### config.mk
export PLATFORM = sky130hd
export DESIGN_NAME = quad_step_decoder
export DESIGN_NICKNAME = d
export VERILOG_FILES = /design/src/rtl/qd_pkg.sv /design/src/rtl/qd_sync.sv /design/src/rtl/qd_transition.sv /design/src/rtl/qd_reversal_filter.sv /design/src/rtl/qd_phase_select.sv /design/src/rtl/quad_step_decoder.sv
export SDC_FILE = /design/constraint.sdc
export NUM_CORES = 1
export LEC_CHECK = 0
export CAP_MARGIN = 5
export CORE_MARGIN = 5
export CORE_UTILIZATION = 55
export CTS_BUF_LIST = sky130_fd_sc_hd__clkbuf_8
export CTS_CLUSTER_SIZE = 24
export DETAILED_ROUTE_END_ITERATION = 12
export PLACE_DENSITY = 0.88
export SLEW_MARGIN = 20
export SYNTH_ARGS = -nofsm -noshare
export SYNTH_HDL_FRONTEND = slang
export SYNTH_HIERARCHICAL = 1
export SYNTH_SLANG_ARGS = --single-unit
### constraint.sdc
create_clock -name clk -period 4.65 [get_ports clk]
set_clock_uncertainty 0.15 [all_clocks]
set_input_delay 1.395 -clock clk [delete_from_list [all_inputs] [get_ports clk]]
set_output_delay 1.395 -clock clk [all_outputs]
set_load 0.03 [all_outputs]
### src/rtl/qd_pkg.sv
// Shared types and helpers for the quadrature step decoder.
package qd_pkg;

    // Rank of a channel state in the forward sequence (0..3).
    typedef logic [1:0] qrank_t;

    // Configuration register contents.
    typedef struct packed {
        logic [1:0] x1_gray;
        logic       force_x2;
        logic       debounce_en;
    } qd_cfg_t;

    localparam qd_cfg_t CFG_RESET = '{x1_gray: 2'b00, force_x2: 1'b0, debounce_en: 1'b1};

    // Map {A,B} to its rank: 00->0, 01->1, 11->2, 10->3.
    function automatic qrank_t gray_to_rank(input logic [1:0] ab);
        return {ab[1], ab[1] ^ ab[0]};
    endfunction

endpackage

### src/rtl/qd_sync.sv
// Flop-chain synchronizer for a bundle of asynchronous inputs.
// Assumes each bit is individually glitch tolerant; bits are not
// guaranteed to cross together, which the decoder treats as separate edges.
module qd_sync #(
    parameter int WIDTH  = 3,
    parameter int STAGES = 2
) (
    input  logic             clk,
    input  logic             rst_n,
    input  logic [WIDTH-1:0] din,
    output logic [WIDTH-1:0] dout
);
    logic [STAGES-1:0][WIDTH-1:0] stage_q;

    // Shift the inputs through the chain; clear it on reset.
    always_ff @(posedge clk) begin
        if (!rst_n) begin
            stage_q <= '0;
        end else begin
            stage_q[0] <= din;
            for (int i = 1; i < STAGES; i++) begin
                stage_q[i] <= stage_q[i-1];
            end
        end
    end

    assign dout = stage_q[STAGES-1];

endmodule

### src/rtl/qd_transition.sv
// Compares the synchronized channel state against a reference state and
// classifies any change as a forward step, backward step or jump.
// Assumes the input is already synchronized. The reference follows the
// input every cycle; decoding starts only once the synchronizer has filled.
module qd_transition
    import qd_pkg::*;
#(
    parameter int SETTLE = 2
) (
    input  logic       clk,
    input  logic       rst_n,
    input  logic [1:0] ab,
    output logic       step_fwd,
    output logic       step_bwd,
    output logic       jump,
    output qrank_t     from_rank,
    output qrank_t     to_rank
);
    localparam int ARM_LIMIT = SETTLE + 1;
    localparam int AW        = $clog2(ARM_LIMIT + 1);

    logic [1:0]    ref_q;
    logic [AW-1:0] arm_q;
    logic          armed;
    logic          moved;
    qrank_t        delta;

    assign armed = (arm_q == AW'(ARM_LIMIT));

    // Count the settling cycles after reset before decoding is trusted.
    always_ff @(posedge clk) begin
        if (!rst_n)      arm_q <= '0;
        else if (!armed) arm_q <= arm_q + 1'b1;
    end

    // Track the last observed channel state as the reference.
    always_ff @(posedge clk) begin
        if (!rst_n) ref_q <= 2'b00;
        else        ref_q <= ab;
    end

    // Classify the change by the rank distance between the two states.
    always_comb begin
        from_rank = gray_to_rank(ref_q);
        to_rank   = gray_to_rank(ab);
        delta     = to_rank - from_rank;
        moved     = armed && (ab != ref_q);
        step_fwd  = moved && (delta == 2'd1);
        step_bwd  = moved && (delta == 2'd3);
        jump      = moved && (delta == 2'd2);
    end

endmodule

### src/rtl/qd_reversal_filter.sv
// Accepts or holds back steps and keeps the accepted direction.
// With the filter enabled, a step against the current direction is held;
// it is accepted only if the next step goes the same way, and cancelled if
// the next step returns or a jump occurs. Disabled, every step is accepted.
module qd_reversal_filter (
    input  logic clk,
    input  logic rst_n,
    input  logic filter_en,
    input  logic step_fwd,
    input  logic step_bwd,
    input  logic jump,
    output logic acc_up,
    output logic acc_dn,
    output logic dir_q
);
    logic pend_q;
    logic pend_d;
    logic dir_d;

    // Decide acceptance and the next direction / held-reversal state.
    always_comb begin
        acc_up = 1'b0;
        acc_dn = 1'b0;
        dir_d  = dir_q;
        pend_d = pend_q;
        if (jump) begin
            pend_d = 1'b0;
        end else if (step_fwd || step_bwd) begin
            if (!filter_en) begin
                acc_up = step_fwd;
                acc_dn = step_bwd;
                dir_d  = step_fwd;
                pend_d = 1'b0;
            end else if (step_fwd == dir_q) begin
                if (pend_q) begin
                    pend_d = 1'b0;
                end else begin
                    acc_up = step_fwd;
                    acc_dn = step_bwd;
                end
            end else if (pend_q) begin
                acc_up = step_fwd;
                acc_dn = step_bwd;
                dir_d  = step_fwd;
                pend_d = 1'b0;
            end else begin
                pend_d = 1'b1;
            end
        end else if (!filter_en) begin
            pend_d = 1'b0;
        end
    end

    // Hold direction (forward after reset) and the held-reversal flag.
    always_ff @(posedge clk) begin
        if (!rst_n) begin
            dir_q  <= 1'b1;
            pend_q <= 1'b0;
        end else begin
            dir_q  <= dir_d;
            pend_q <= pend_d;
        end
    end

endmodule

### src/rtl/qd_phase_select.sv
// Derives quarter- and half-resolution strobes from accepted steps and the
// configured phase, and picks the counter-drive pair. Purely combinational;
// assumes from/to ranks belong to the step being accepted.
module qd_phase_select
    import qd_pkg::*;
(
    input  logic       acc_up,
    input  logic       acc_dn,
    input  qrank_t     from_rank,
    input  qrank_t     to_rank,
    input  logic [1:0] phase_gray,
    input  logic       use_x2,
    output logic       x1_up,
    output logic       x1_dn,
    output logic       x2_up,
    output logic       x2_dn,
    output logic       cnt_up,
    output logic       cnt_dn
);
    qrank_t p;

    // Fire on crossings of the boundary into rank p (and p+2 for half).
    always_comb begin
        p      = gray_to_rank(phase_gray);
        x1_up  = acc_up && (to_rank == p);
        x1_dn  = acc_dn && (from_rank == p);
        x2_up  = acc_up && (to_rank[0] == p[0]);
        x2_dn  = acc_dn && (from_rank[0] == p[0]);
        cnt_up = use_x2 ? x2_up : x1_up;
        cnt_dn = use_x2 ? x2_dn : x1_dn;
    end

endmodule

### src/rtl/quad_step_decoder.sv
// Quadrature step decoder: synchronizes the channels and the half-resolution
// select, classifies edges, filters lone reversals and registers all strobes.
// Assumes channel edges are at least one clock apart per channel after
// synchronization; faster changes appear as jumps.
module quad_step_decoder
    import qd_pkg::*;
#(
    parameter int SYNC_STAGES = 2
) (
    input  logic       clk,
    input  logic       rst_n,
    input  logic       chan_a,
    input  logic       chan_b,
    input  logic       x2_sel_in,
    input  logic       cfg_load,
    input  logic [1:0] cfg_x1_gray,
    input  logic       cfg_force_x2,
    input  logic       cfg_debounce_en,
    output logic       x4_up,
    output logic       x4_dn,
    output logic       x2_up,
    output logic       x2_dn,
    output logic       x1_up,
    output logic       x1_dn,
    output logic       cnt_up,
    output logic       cnt_dn,
    output logic       dir
);
    qd_cfg_t    cfg_q;
    logic [2:0] sync_out;
    logic       step_fwd, step_bwd, jump;
    qrank_t     from_rank, to_rank;
    logic       acc_up, acc_dn;
    logic       p_x1_up, p_x1_dn, p_x2_up, p_x2_dn, p_cnt_up, p_cnt_dn;
    logic       use_x2;

    // Configuration register, loaded by strobe.
    always_ff @(posedge clk) begin
        if (!rst_n)        cfg_q <= CFG_RESET;
        else if (cfg_load) cfg_q <= '{x1_gray: cfg_x1_gray, force_x2: cfg_force_x2,
                                      debounce_en: cfg_debounce_en};
    end

    qd_sync #(.WIDTH(3), .STAGES(SYNC_STAGES)) u_sync (
        .clk (clk),
        .rst_n (rst_n),
        .din ({chan_a, chan_b, x2_sel_in}),
        .dout (sync_out)
    );

    qd_transition #(.SETTLE(SYNC_STAGES)) u_trans (
        .clk (clk),
        .rst_n (rst_n),
        .ab (sync_out[2:1]),
        .step_fwd (step_fwd),
        .step_bwd (step_bwd),
        .jump (jump),
        .from_rank (from_rank),
        .to_rank (to_rank)
    );

    qd_reversal_filter u_filter (
        .clk (clk),
        .rst_n (rst_n),
        .filter_en (cfg_q.debounce_en),
        .step_fwd (step_fwd),
        .step_bwd (step_bwd),
        .jump (jump),
        .acc_up (acc_up),
        .acc_dn (acc_dn),
        .dir_q (dir)
    );

    assign use_x2 = sync_out[0] | cfg_q.force_x2;

    qd_phase_select u_phase (
        .acc_up (acc_up),
        .acc_dn (acc_dn),
        .from_rank (from_rank),
        .to_rank (to_rank),
        .phase_gray (cfg_q.x1_gray),
        .use_x2 (use_x2),
        .x1_up (p_x1_up),
        .x1_dn (p_x1_dn),
        .x2_up (p_x2_up),
        .x2_dn (p_x2_dn),
        .cnt_up (p_cnt_up),
        .cnt_dn (p_cnt_dn)
    );

    // Register every strobe so all outputs change on the same edge.
    always_ff @(posedge clk) begin
        if (!rst_n) begin
            {x4_up, x4_dn, x2_up, x2_dn, x1_up, x1_dn, cnt_up, cnt_dn} <= '0;
        end else begin
            {x4_up, x4_dn, x2_up, x2_dn, x1_up, x1_dn, cnt_up, cnt_dn} <=
                {acc_up, acc_dn, p_x2_up, p_x2_dn, p_x1_up, p_x1_dn, p_cnt_up, p_cnt_dn};
        end
    end

    // Only one direction strobe at a time at full resolution.
    assert_single_dir_R2: assert property (@(posedge clk) disable iff (!rst_n)
        $onehot0({x4_up, x4_dn}));

    // A jump seen by the classifier never yields a strobe.
    assert_jump_silent_R3: assert property (@(posedge clk) disable iff (!rst_n)
        jump |=> !(x4_up || x4_dn));

    // Quarter-resolution strobes are a subset of full-resolution ones.
    assert_x1_in_x4_R4: assert property (@(posedge clk) disable iff (!rst_n)
        (x1_up |-> x4_up) and (x1_dn |-> x4_dn));

    // Quarter-resolution strobes are a subset of half-resolution ones.
    assert_x1_in_x2_R5: assert property (@(posedge clk) disable iff (!rst_n)
        (x1_up |-> x2_up) and (x1_dn |-> x2_dn));

    // Counter strobes come from one of the two resolutions.
    assert_cnt_source_R6: assert property (@(posedge clk) disable iff (!rst_n)
        (cnt_up |-> (x1_up || x2_up)) and (cnt_dn |-> (x1_dn || x2_dn)));

    // Direction agrees with the strobe issued alongside it.
    assert_dir_match_R7: assert property (@(posedge clk) disable iff (!rst_n)
        (x4_up |-> dir) and (x4_dn |-> !dir));

    // Direction moves only together with an accepted strobe.
    assert_dir_hold_R8: assert property (@(posedge clk) disable iff (!rst_n)
        !(x4_up || x4_dn) |-> $stable(dir));

endmodule

==> results.ini <==
[run_status]
status = finished, final reports clean

[drt]
ant_nets = 0
vias_per_cell = 5.09
drtIter0Drc = 9
wl_per_cell_um = 11.5
num_vias = 774
drc_errors = 0
wirelength_um = 1750
first_pass_iters = 3

[clock_network]
clock-root-buffer = clkbuf_8
clock-sinks = 24
cts_buffers = 3
cts_resized = 0
cts_hold_buf = 0
htree_num_levels = 1
postCtsSetupBuffers = 0
cts_tree = done
clkTransAtPathRegs_ns = 0.07
clk_path_buf_depth = 2
insertion_delay_ns = 0.26

[logic_synthesis]
synth-edff-count = 0
synth_nets = 124
syn_area_per_cell_um2 = 10.1
ys_seq_area_share_pct = 42.4
synth_ff_type = dfxtp_1
synthDominantCellAreaShare_pct = 42.4
yosys.cell_types.count = 34
ys_top_cells_by_area = dfxtp_1 (42%), and2_1 (9.4%), nor2b_1 (5.0%)
yosysMostFrequentCell = dfxtp_1
synth_top_family_by_area = simple AND/OR/NAND/NOR gates
ys_async_sr_fraction_pct = 0
yosys_warnings = 6
synth-simple-area-share_pct = 23.8
yosys_register_bits = 24
yosysTopAreaCell = dfxtp_1
netlist_instances = 112
synth_fa_ha_area_share_pct = 2.21
synth_compound_area_share_pct = 9.71
synthTopCellsByCount = dfxtp_1 (24), and2_1 (17), nor2b_1 (9)
synthXorXnorAreaFrac_pct = 11.3
synth_area_mm2 = 0.00113
synthMuxAreaShare_pct = 4.42

[layout]
antenna_cells = 0
drive_gt1_share_pct = 8.00
syn_to_final_growth_pct = 17.3
layout.nets = 139

[worst_setup_path]
crit_top_cell = inv_1
crit_type = flip-flop to flip-flop
slowest_stage = a211oi_1
cp-endpoint = cnt_up
required_ns = 4.70
worst-path-max-fanout = 7
cp.buffers_inverters = 2
crit_family = compound AO/OA/AOI/OAI gates
cp.arrival_ns = 3.43
path_depth = 10
r2r_cells = 10
r2r-start = u_sync/dout[2]
crit_chain = xor2_1, inv_1, ha_1, or3b_1, o22ai_1, inv_1, a211oi_1, nand2b_1, o31ai_1, and2_1
worstSetupEndpointType = flip-flop
startpoint_type = flip-flop
reg2reg_setup_slack_ns = 1.27
startpoint = u_sync/dout[2]
r2r-end = cnt_up
cpPeakStageDelay_ns = 0.49

[floorplan]
coreArea_mm2 = 0.00196
die-area_mm2 = 0.00307
start_util_pct = 57.8
die_h_um = 55.4
num_io_pins = 19
rows = 16
fp.dieW_um = 55.4

[global_route]
grt_max_degree = 25
grt_overflow = 0
antenna_found_initial = 0
grt_pass1_wl_um = 3080
grt_usage_pct = 12.5
grt_pass1_vias = 758

[timing]
finalHoldViolCount = 0
grt_setup_unrepaired = false
relSlewSlack_pct = 59.4
min_period_ns = 3.38
fmax_ghz = 0.296
period_share_pct = 72.6
finalMaxSlewViolations = 0
worst_pin_slew_ns = 0.607
setup_tns_ns = 0
final-setup-viol-count = 0

[power_and_ir_drop]
ir_drop_mv = 0.221
p_leak_uw = 0.000492
powerDensity_mw_per_mm2 = 289
finalPower_uw = 385

[placement]
place.gp.congestion = 0.825
port_buffers = 18
hpwl_um = 1360

[worst_hold_path]
min-delay-path-class = flip-flop to flip-flop

[run]
cap_viol_max_count = 0

## routing by layer
| metal | up-vias | track usage (%) | routed length (um) | part of all wire, % |
|---|---|---|---|---|
| met5 | - | 0 | 0 | 0 |
| met4 | 0 | 5.90 | 23 | 1.3 |
| met3 | 4 | 5.59 | 111 | 6.3 |
| met2 | 15 | 21.5 | 877 | 50 |
| met1 | 355 | 12.8 | 737 | 42 |
| li1 | 400 | - | - | - |
## sequential cells by signal (all words and copies together) (netlist names)
signal	count
x4_up	1
x1_dn	1
x4_dn	1
cfg_q	4
cnt_up	1
u_filter/pend_q	1
u_trans/ref_q	2
u_filter/dir_q	1
cnt_dn	1
u_sync/dout	3
x2_dn	1
u_trans/arm_q	2
x2_up	1
u_sync/stage_q	3
x1_up	1
## kinds of logic (layout without fill, tap and decap cells)
family / Yosys count / after routing
buf+inv: 11 / 24
xor+xnor: 12 / 12
fa+ha+maj: 2 / 2
simple gates: 44 / 44
flops: 24 / 24
mux: 5 / 5
compound gates: 14 / 14
## cell usage in the layout (no fill, tap or decap), drive strengths merged
master,netlist,final
nor4bb,1,1
nor2b,9,9
or3b,1,1
dfxtp,24,24
mux2i,5,5
o2111ai,1,1
or2,1,1
inv,3,3
ha,2,2
nand3,2,2
nand4,1,1
o21ai,2,2
and2,17,17
o311ai,1,1
clkbuf,0,3
o31ai,3,3
nor2,2,2
xnor2,8,8
clkdlybuf4s50,0,18
nor3b,1,1
nand2b,2,2
nand2,4,4
o22ai,2,2
nand4b,1,1
o211ai,1,1
nor3,1,1
nand3b,1,1
xor2,4,4
a211oi,4,4
## report_power, final
part	switching, uW	internal [uW]	total [uW]
Clock	55.7	57.7	113
Sequential	7.60	215	222
Combinational	21.9	27.3	49.2
Total	85.2	300	385
## metrics by stage
| step | worst slack (ns) | cell area (um^2) | utilization, % | hold slack (ns) | cells |
|---|---|---|---|---|---|
| 2_1_floorplan | 1.72 | 1130 | - | 0.262 | 112 |
| 3_3_place_gp | 1.54 | 1290 | 65.7 | 0.265 | 149 |
| 3_5_place_dp | 1.33 | 1290 | 65.7 | 0.268 | 149 |
| 4_1_cts | 1.26 | 1330 | 67.8 | 0.286 | 152 |
| 5_1_grt | 0.931 | 1330 | 67.8 | 0.310 | 152 |
| 6_report | 1.27 | 1330 | 67.8 | 0.284 | 152 |
## how the worst min path moves through the flow
stage                           start             end  slack (ns)  cells past startpoint
global route        u_sync/stage_q[0]  u_sync/dout[0]        0.31                      1
floorplan           u_sync/stage_q[0]  u_sync/dout[0]        0.26                      1
global placement    u_sync/stage_q[0]  u_sync/dout[0]        0.26                      1
finish              u_sync/stage_q[1]  u_sync/dout[1]        0.28                      1
detailed placement  u_sync/stage_q[0]  u_sync/dout[0]        0.27                      1
CTS                 u_sync/stage_q[0]  u_sync/dout[0]        0.29                      1
## layout make-up
class,count,area (um^2)
Timing Repair Buffer,18,180
Multi-Input combinational cell,77,583
Clock buffer,3,41.3
Sequential cell,24,480
Inverter,3,11.3
Fill cell,167,632
Tap cell,27,33.8
Power figures use the tool's default switching activity.
